[src/rtl/sbs_pkg.sv]
package sbs_pkg;
  typedef enum logic [2:0] {
    ST_IDLE, ST_A_SYNC, ST_A_REL, ST_D_SYNC, ST_D_REL, ST_DONE
  } sbs_state_e;

  // wide word address from a narrow byte-lane address
  function automatic logic [31:0] wide_addr(input logic [31:0] nar, input logic is32);
    return is32 ? (nar >> 2) : (nar >> 1);
  endfunction

  // wide write word: paired halves or zero-extended single half
  function automatic logic [31:0] wide_wdata(input logic [15:0] cur, input logic [15:0] lo,
                                            input logic is32);
    return is32 ? {cur, lo} : {16'h0000, cur};
  endfunction
endpackage

[src/rtl/sbs_timer.sv]
module sbs_timer #(
  parameter int ADDR_TO = 200,
  parameter int DATA_TO = 150
) (
  input  logic clk,
  input  logic rst_n,
  input  logic run,
  input  logic restart,
  input  logic sel_data,
  output logic expired
);
  localparam int MAXL = (ADDR_TO > DATA_TO) ? ADDR_TO : DATA_TO;
  localparam int CW   = $clog2(MAXL + 1);

  logic [CW-1:0] cnt;
  logic [CW-1:0] lim;

  assign lim     = sel_data ? CW'(DATA_TO - 1) : CW'(ADDR_TO - 1);
  assign expired = run && (cnt >= lim);

  always_ff @(posedge clk) begin
    if (!rst_n || !run || restart) cnt <= '0;
    else if (cnt < lim)            cnt <= cnt + 1'b1;
  end
endmodule

[src/rtl/sbs_pair.sv]
module sbs_pair (
  input  logic        clk,
  input  logic        rst_n,
  input  logic        lo_load,
  input  logic [15:0] lo_d,
  input  logic        hi_load,
  input  logic [15:0] hi_d,
  input  logic        is32,
  input  logic [15:0] cur_wdata,
  output logic [15:0] hi_q,
  output logic [31:0] wr_word
);
  import sbs_pkg::*;
  logic [15:0] lo_q;

  always_ff @(posedge clk) begin
    if (!rst_n) begin
      lo_q <= '0;
      hi_q <= '0;
    end else begin
      if (lo_load) lo_q <= lo_d;
      if (hi_load) hi_q <= hi_d;
    end
  end

  assign wr_word = wide_wdata(cur_wdata, lo_q, is32);
endmodule

[src/rtl/sbs_seq.sv]
module sbs_seq #(
  parameter int NA_W    = 16,
  parameter int ADDR_TO = 200,
  parameter int DATA_TO = 150
) (
  input  logic            clk,
  input  logic            rst_n,
  input  logic            n_req,
  input  logic            n_rd,
  input  logic            n_is32,
  input  logic [NA_W-1:0] n_addr,
  input  logic [15:0]     n_wdata,
  output logic            n_ack,
  output logic            n_err,
  output logic [15:0]     n_rdata,
  output logic            w_as,
  output logic            w_ds,
  output logic            w_rd,
  output logic [31:0]     w_ad_out,
  output logic            w_ad_oe,
  input  logic            w_ak,
  input  logic            w_dk,
  input  logic [31:0]     w_ad_in,
  input  logic            w_busy,
  input  logic            w_empty,
  output logic            s_pend,
  output logic            s_busy,
  output logic            s_empty,
  output logic            s_last,
  output logic            s_addr_to,
  output logic            s_data_to,
  output logic            s_align
);
  import sbs_pkg::*;

  sbs_state_e st, st_nx;
  logic            cur_rd, cur_is32, pend_rd;
  logic [NA_W-1:0] cur_addr;
  logic [15:0]     cur_wdata, hi_q;
  logic [31:0]     wr_word;

  // named events, also watched by the checker
  logic accept, align_evt, skip_wr, skip_rd, go_wide;
  logic tmo_hit, a_to_evt, d_to_evt, data_cap, hi_load, t_run, t_data;

  assign accept    = (st == ST_IDLE) && n_req;
  assign align_evt = accept && s_pend && ((n_rd != pend_rd) || !n_is32);
  assign skip_wr   = accept && !align_evt && n_is32 && !s_pend && !n_rd;
  assign skip_rd   = accept && !align_evt && n_is32 && s_pend && n_rd;
  assign go_wide   = accept && !align_evt && !skip_wr && !skip_rd;
  assign t_run     = (st == ST_A_SYNC) || (st == ST_A_REL) || (st == ST_D_SYNC) || (st == ST_D_REL);
  assign t_data    = (st == ST_D_SYNC) || (st == ST_D_REL);
  assign a_to_evt  = tmo_hit && !t_data;
  assign d_to_evt  = tmo_hit && t_data;
  assign data_cap  = (st == ST_D_SYNC) && w_dk;
  assign hi_load   = data_cap && cur_rd && cur_is32 && !s_pend;

  sbs_timer #(.ADDR_TO(ADDR_TO), .DATA_TO(DATA_TO)) u_timer (
    .clk(clk), .rst_n(rst_n), .run(t_run), .restart(st_nx != st),
    .sel_data(t_data), .expired(tmo_hit));

  sbs_pair u_pair (
    .clk(clk), .rst_n(rst_n), .lo_load(skip_wr), .lo_d(n_wdata),
    .hi_load(hi_load), .hi_d(w_ad_in[31:16]), .is32(cur_is32),
    .cur_wdata(cur_wdata), .hi_q(hi_q), .wr_word(wr_word));

  always_comb begin
    st_nx = st;
    unique case (st)
      ST_IDLE:   if (go_wide) st_nx = ST_A_SYNC; else if (accept) st_nx = ST_DONE;
      ST_A_SYNC: if (w_ak) st_nx = ST_A_REL;  else if (tmo_hit) st_nx = ST_DONE;
      ST_A_REL:  if (!w_ak) st_nx = ST_D_SYNC; else if (tmo_hit) st_nx = ST_DONE;
      ST_D_SYNC: if (w_dk) st_nx = ST_D_REL;  else if (tmo_hit) st_nx = ST_DONE;
      ST_D_REL:  if (!w_dk || tmo_hit) st_nx = ST_DONE;
      ST_DONE:   if (!n_req) st_nx = ST_IDLE;
      default:   st_nx = ST_IDLE;
    endcase
  end

  always_ff @(posedge clk) begin
    if (!rst_n) begin
      st <= ST_IDLE;
      {cur_rd, cur_is32, pend_rd, s_pend, n_err} <= '0;
      {s_busy, s_empty, s_last, s_addr_to, s_data_to, s_align} <= '0;
      cur_addr <= '0; cur_wdata <= '0; n_rdata <= '0;
    end else begin
      st <= st_nx;
      if (accept) begin
        cur_rd <= n_rd; cur_is32 <= n_is32; cur_addr <= n_addr; cur_wdata <= n_wdata;
        {s_busy, s_empty, s_last, s_addr_to, s_data_to, s_align, n_err} <= '0;
      end
      if (align_evt) begin
        s_align <= 1'b1; n_err <= 1'b1; s_pend <= 1'b0;
      end
      if (skip_wr) begin
        s_pend <= 1'b1; pend_rd <= 1'b0;
      end
      if (skip_rd) begin
        n_rdata <= hi_q; s_pend <= 1'b0;
      end
      if (data_cap) begin
        s_busy <= w_busy; s_empty <= w_empty; s_last <= w_busy && w_empty;
        if (cur_rd) n_rdata <= w_ad_in[15:0];
        if (hi_load) begin
          s_pend <= 1'b1; pend_rd <= 1'b1;
        end else if (cur_is32) s_pend <= 1'b0;
      end
      if (st_nx == ST_DONE && st != ST_DONE && tmo_hit) begin
        n_err <= 1'b1; s_pend <= 1'b0;
        if (a_to_evt) s_addr_to <= 1'b1;
        if (d_to_evt) s_data_to <= 1'b1;
      end
    end
  end

  assign n_ack    = (st == ST_DONE);
  assign w_as     = (st == ST_A_SYNC);
  assign w_ds     = (st == ST_D_SYNC);
  assign w_rd     = cur_rd;
  assign w_ad_out = ((st == ST_A_SYNC) || (st == ST_A_REL)) ? wide_addr(32'(cur_addr), cur_is32) : wr_word;
  assign w_ad_oe  = (st == ST_A_SYNC) || ((st == ST_D_SYNC) && !cur_rd);
endmodule

[config.mk]
export PLATFORM = sky130hd
export DESIGN_NAME = sbs_seq
export DESIGN_NICKNAME = d
export VERILOG_FILES = /design/src/rtl/sbs_pkg.sv /design/src/rtl/sbs_timer.sv /design/src/rtl/sbs_pair.sv /design/src/rtl/sbs_seq.sv
export SDC_FILE = /design/constraint.sdc
export NUM_CORES = 1
export LEC_CHECK = 0
export ABC_AREA = 1
export BUFFER_PORTS_ARGS = -buffer_cell sky130_fd_sc_hd__buf_2
export CAP_MARGIN = 0
export CORE_MARGIN = 4
export CORE_UTILIZATION = 30
export DETAILED_ROUTE_END_ITERATION = 6
export PLACE_DENSITY = 0.51
export SETUP_SLACK_MARGIN = 0.1
export SYNTH_ARGS = -nofsm -noshare
export SYNTH_HDL_FRONTEND = slang
export SYNTH_SLANG_ARGS = --single-unit
[constraint.sdc]
create_clock -name clk -period 5.85 [get_ports clk]
set_clock_uncertainty 0.1 [all_clocks]
set_input_delay 0.8775 -clock clk [delete_from_list [all_inputs] [get_ports clk]]
set_output_delay 0.8775 -clock clk [all_outputs]
set_load 0.02 [all_outputs]
==> results of run 1 <==
## layer usage
layer  up-vias  GRT usage (%)  routed length, um
met5         -              0                  0
met4         0          5.090                210
met3        13          3.130                782
met2       106          25.15               6262
met1      2061          20.79               6780
li1       2425              -                  -
## layout make-up
| cell class | count | area, sq um | area share [%] |
|---|---|---|---|
| tap | 216 | 270.3 | 4.508 |
| multi-input combinational | 469 | 2374 | 39.60 |
| clock inverter | 6 | 133.9 | 2.233 |
| timing repair buffer | 136 | 690.7 | 11.52 |
| clock buffer | 10 | 229.0 | 3.820 |
| sequential | 101 | 2023 | 33.75 |
| inverter | 73 | 274.0 | 4.571 |
## critical path, cell delays in order, from the launching register on
cell	delay (ns)
dfxtp_1	0.34
inv_1	0.11
nand2_1	0.12
nor2_1	0.23
inv_1	0.07
nand2_1	0.59
buf_4	0.37
o211ai_1	0.14
o21ai_0	0.14
buf_2	0.22
## state kept, by name, summed over array words and instances, names as in the netlist
signal       count
s_align          1
s_empty          1
u_pair.hi_q     16
cur_addr        15
u_timer.cnt      8
st               3
pend_rd          1
n_err            1
s_data_to        1
s_addr_to        1
s_busy           1
cur_wdata       16
cur_is32         1
s_last           1
s_pend           1
w_rd             1
u_pair.lo_q     16
n_rdata         16
## kinds of logic after synthesis
logic type                 after synthesis  synth area share, %
buffers and inverters                  111                9.037
muxes                                   15                3.133
and+or+nand+nor                        261                23.25
adders and majority gates                4                1.036
xor gates and xnor gates                 6                1.088
DFF                                    101                41.84
AOI/OAI and AO/OA                      183                20.61
## layout by cell type (no fill, tap or decap), drive strengths merged
master	synthesis	layout
a21oi	35	35
a31oi	1	1
and3	1	1
buf	13	136
bufinv	0	4
clkbuf	25	10
clkinv	1	2
dfxtp	101	101
ha	4	4
inv	72	73
mux2	1	1
mux2i	14	14
nand2	79	79
nand3	28	28
nor2	137	137
nor3b	1	1
nor4	1	1
o211ai	15	15
o21ai	115	115
o21bai	16	16
o22ai	1	1
or2	14	14
xnor2	3	3
xor2	3	3
## worst max path at each step
| stage | start | cells past startpoint | end |
|---|---|---|---|
| after floorplan | st[2] | 7 | w_ad_out[10] |
| after global placement | n_req | 11 | s_pend |
| after detailed placement | n_req | 11 | s_pend |
| after CTS | st[2] | 9 | w_ad_out[5] |
| after global routing | st[2] | 9 | w_ad_out[5] |
| final | st[2] | 9 | w_ad_out[5] |
## through the flow
| step | utilization [%] | power [W] | setup slack [ns] | hold WS (ns) |
|---|---|---|---|---|
| 2_1_floorplan | - | 0.001111 | 3.320 | 0.3247 |
| 3_3_place_gp | 35.58 | 0.001267 | 2.248 | 0.3399 |
| 3_5_place_dp | 35.58 | 0.001268 | 2.192 | 0.3421 |
| 4_1_cts | 37.87 | 0.002006 | 2.131 | 0.3528 |
| 5_1_grt | 37.87 | 0.002096 | 1.863 | 0.3790 |
| 6_report | 37.87 | 0.001979 | 2.163 | 0.3485 |
## power groups by stage
stage	clock network, W	registers (W)	logic, W
after global placement	0	0.000801	0.000466
final	0.000733	0.000785	0.000462
after global routing	0.000781	0.000793	0.000522
after detailed placement	0	0.000801	0.000467
after floorplan	0	0.000793	0.000318
after CTS	0.000752	0.000786	0.000468
==> results.yml, run 1 <==
status:
  status: "finished, final reports clean"
grt:
  grt_overflow: 0
  grt_pass1_vias: 4400
  gr-usage-all-layers_pct: 15.54
  grt_max_degree: 50
  grt_pass1_wl_mm: 22.55
  antenna_found_initial: 0
sta:
  fmax_mhz: 271.2
  min_period_over_period_pct: 63.02
  hold_viol_final: 0
  rsz0062_at_grt: "false"
  tightest_slew_ns: 0.9129
  min_period_ns: 3.687
  finalSetupTns_ns: 0
  max-slew-margin-rel_pct: 39.07
  setup_viol: 0
  drv_slew: 0
clock_network:
  clk_path_buf_depth: 2
  cts_buffers: 9
  h-tree-depth: 3
  cts_resized: 0
  cts_root_buf: "clkbuf_16"
  ctsHoldBuffers: 0
  insertion_delay_ns: 0.35
  cts_tree: "yes"
  cts_setup_buffers: 0
  clock-sinks: 101
  path_clk_slew_ns: 0.07
route:
  avgRoutedWirePerCell_um: 13.88
  vias: 4605
  route.detailed.drc: 0
  routed_via_density: 4.555
  wl_mm: 14.04
  dr.pass1.iters: 4
  ant_nets: 0
  drt_iter0_drc: 204
layout:
  stdcell_count: 1011
  syn2layout_area_growth_pct: 24.05
  diodes: 0
  drive_gt1_share_pct: 22.77
  final_area_sq_mm: 0.005995
  nets: 867
  n_fill_cell: 1768
synth:
  ys_top_cells_by_count: "133 x nor2_1, 101 x dfxtp_1, 93 x o21ai_0"
  synth_nets: 758
  synthDominantCellAreaShare_pct: 41.84
  ys_ff_latch: 101
  synth_most_common_cell: "nor2_1"
  yosysWarnings: 0
  synth_top_area_cell: "dfxtp_1"
  synthFlopType: "dfxtp_1"
  yosys-top-cells-area: "dfxtp_1 42%, nor2_1 10%, o21ai_0 9.6%"
  synth_cell_type_count: 31
  syn-mean-instance-area_sq_um: 7.096
  seq_area_frac_synth_pct: 41.84
  syn-cell-area_sq_mm: 0.004832
  async_reset_ff_share_pct: 0
  synth_edf_count: 0
  netlist_instances: 681
placement:
  place_inst: 995
  hpwl_mm: 9.940
  gp_congestion: 0.7882
  port_buffers: 132
  placedInstanceArea_sq_mm: 0.005632
critical_path:
  reg2reg_setup_slack_ns: 2.92
  cp-start-kind: "flip-flop"
  reg2reg_depth: 9
  reg2reg_to: "s_pend"
  arrival_ns: 2.71
  critical_path_class: "flip-flop to primary output"
  critPathMaxFanout: 23
  required_ns: 4.87
  worstSetupEndpointType: "primary output"
  r2r-start: "st[0]"
worst_hold_path:
  min_path_cells: 2
  hold_path.class: "flip-flop to flip-flop"
  hold_end: "u_pair.hi_q[11]"
  min_from: "u_pair.hi_q[11]"
floorplan:
  die-area_sq_mm: 0.01820
  core_area_sq_mm: 0.01583
  die_y_um: 134.9
  std_cell_rows: 46
  initial_core_util_pct: 30.53
  die_w_um: 134.9
  io_pins: 134
pwr:
  internal-power_w: 0.001357
  power_frac_comb_pct: 23.3
  switching_share_pct: 31.43
  p_per_area_mw_per_mm2: 330.2
  ir_worst_vdd_uv: 147.7
  seqPwrFrac_pct: 39.7
  p_switching_w: 0.0006222
  p_clk_share_pct: 37.0
  leakagePower_nw: 2.847
run:
  drv_cap: 0
(Power assumes the default switching activity.)
==> run 2: changes to the inputs <==
- PLACE_DENSITY: 0.51 -> 0.53
- clock period: 5.85 -> 3.1 ns (I/O delays scaled with it)
==> results.yml, run 2 (same netlist as run 1, synthesis figures left out) <==
sta:
  setup_viol: 0
  finalSetupTns_ns: 0
  max-slew-margin-rel_pct: 40.87
  hold_viol_final: 0
  drv_slew: 0
  tightest_slew_ns: 0.8859
  min_period_ns: 2.646
  fmax_mhz: 377.9
  rsz0062_at_grt: "false"
  min_period_over_period_pct: 85.36
  fin_ws_ns: 0.4537
layout:
  final_util_pct: 37.90
  stdcell_count: 1014
  syn2layout_area_growth_pct: 24.13
  final_cell_mix: "132 x nor2_1, 132 x buf_2, 100 x dfxtp_1, 93 x o21ai_0, 75 x nand2_1"
  drive_gt1_share_pct: 23.34
  n_fill_cell: 1735
  nets: 869
critical_path:
  reg2reg_depth: 18
  worst_path_max_delay_cell: "dfxtp_1"
  required_ns: 2.53
  cp_cell_sequence: "inv_1, nand2_1, nor2_1, inv_1, nand2_1, buf_12, o211ai_1, o21ai_0, buf_2"
  arrival_ns: 2.08
  worstSetupEndpointType: "primary output"
  reg2reg_setup_slack_ns: 0.46
  cpPeakStageDelay_ns: 0.35
  cp-start-kind: "flip-flop"
  reg2reg_to: "u_timer.cnt[7]"
  worst-path-buf-inv: 4
  critPathMaxFanout: 45
  cp_top_family: "buffers and inverters"
  r2r-start: "st[0]"
  critical_path_class: "flip-flop to primary output"
placement:
  gp_congestion: 0.7830
  hpwl_mm: 9.715
  place_inst: 997
  port_buffers: 132
  dp_slack_ns: 0.3346
floorplan:
  io_pins: 134
  core_area_sq_mm: 0.01583
  initial_core_util_pct: 30.53
  die_w_um: 134.9
  die-area_sq_mm: 0.01820
  std_cell_rows: 46
  die_y_um: 134.9
clock_network:
  ctsHoldBuffers: 0
  clk_path_buf_depth: 2
  cts_resized: 0
  clock-sinks: 101
  h-tree-depth: 3
  insertion_delay_ns: 0.35
  cts_buffers: 9
  cts_root_buf: "clkbuf_16"
  path_clk_slew_ns: 0.08
  cts_tree: "yes"
  cts_setup_buffers: 0
route:
  ant_nets: 0
  drt_iter0_drc: 216
  dr.pass1.iters: 4
  vias: 4613
  route.detailed.drc: 0
  routed_via_density: 4.549
  wl_mm: 13.98
  avgRoutedWirePerCell_um: 13.78
pwr:
  seqPwrFrac_pct: 41.1
  switching_share_pct: 34.57
  ir_worst_vdd_uv: 298.7
  power_frac_comb_pct: 25.0
  leakagePower_nw: 2.839
  internal-power_w: 0.002356
  p_switching_w: 0.001245
  p_clk_share_pct: 33.9
  p_per_area_mw_per_mm2: 600.2
worst_hold_path:
  hold_path.class: "input pin to flip-flop"
  hold_end: "u_pair.lo_q[14]"
  min_from: "n_wdata[14]"
  min_path_cells: 3
grt:
  grt_overflow: 0
  grt_max_degree: 50
  gr-usage-all-layers_pct: 15.47
  grt_pass1_vias: 4492
  grt_pass1_wl_mm: 22.66
  antenna_found_initial: 0
run:
  drv_cap: 0
status:
  status: "finished, final reports clean"
## run 2: cell count changes in the layout (fill, tap and decap cells not counted), sizes merged
cell,delta
buf,+2
diode,+1
bufinv,-3
clkbuf,-1
inv,+4
clkinv,-1
clkinvlp,+1
## run 2: routing by layer
layer | global-route usage [%] | wire length, um | vias to the layer above
li1 | - | - | 2446
met1 | 20.90 | 6816 | 2022
met2 | 24.54 | 6071 | 133
met3 | 3.428 | 906 | 12
met4 | 5.090 | 181 | 0
met5 | 0 | 0 | -
## run 2: worst max-delay path by stage
stage | startpoint | end | cells after the start
2_1_floorplan | st[2] | u_timer.cnt[0] | 19
3_3_place_gp | st[2] | u_timer.cnt[3] | 18
3_5_place_dp | st[2] | u_timer.cnt[4] | 18
4_1_cts | st[2] | u_timer.cnt[1] | 18
5_1_grt | st[2] | u_timer.cnt[3] | 19
6_report | st[2] | w_ad_out[5] | 9
## run 2: tightest hold or removal path: stages
cell and delay [ns]:
buf_2 0.08, nor2_1 0.04, nor2_1 0.08
## run 2: cell type report
type	count	area [sq um]	share of cell area, %
Clock buffer	9	225.2	3.755
Sequential cell	101	2023	33.73
Clock inverter	7	86.33	1.439
Inverter	73	274.0	4.568
Tap cell	216	270.3	4.506
Timing Repair Buffer	138	730.7	12.18
Multi-Input combinational cell	469	2386	39.78
Antenna cell	1	2.502	0.04172
## run 2: stage by stage
stage	instance area, sq um	hold WS, ns	total power (W)
after floorplan	4832	0.3247	0.002096
after global placement	5672	0.3400	0.002408
after detailed placement	5672	0.3437	0.002410
after CTS	5983	0.2346	0.003626
after global routing	5996	0.2488	0.003807
final	5998	0.2422	0.003600
## run 2: power by group through the flow
stage	clock (W)	combinational (W)	sequential, W
final	0.00122	0.000899	0.00148
after detailed placement	0	0.000900	0.00151
after global routing	0.00129	0.00102	0.00149
after floorplan	0	0.000600	0.00150
after CTS	0.00124	0.000902	0.00148
after global placement	0	0.000899	0.00151
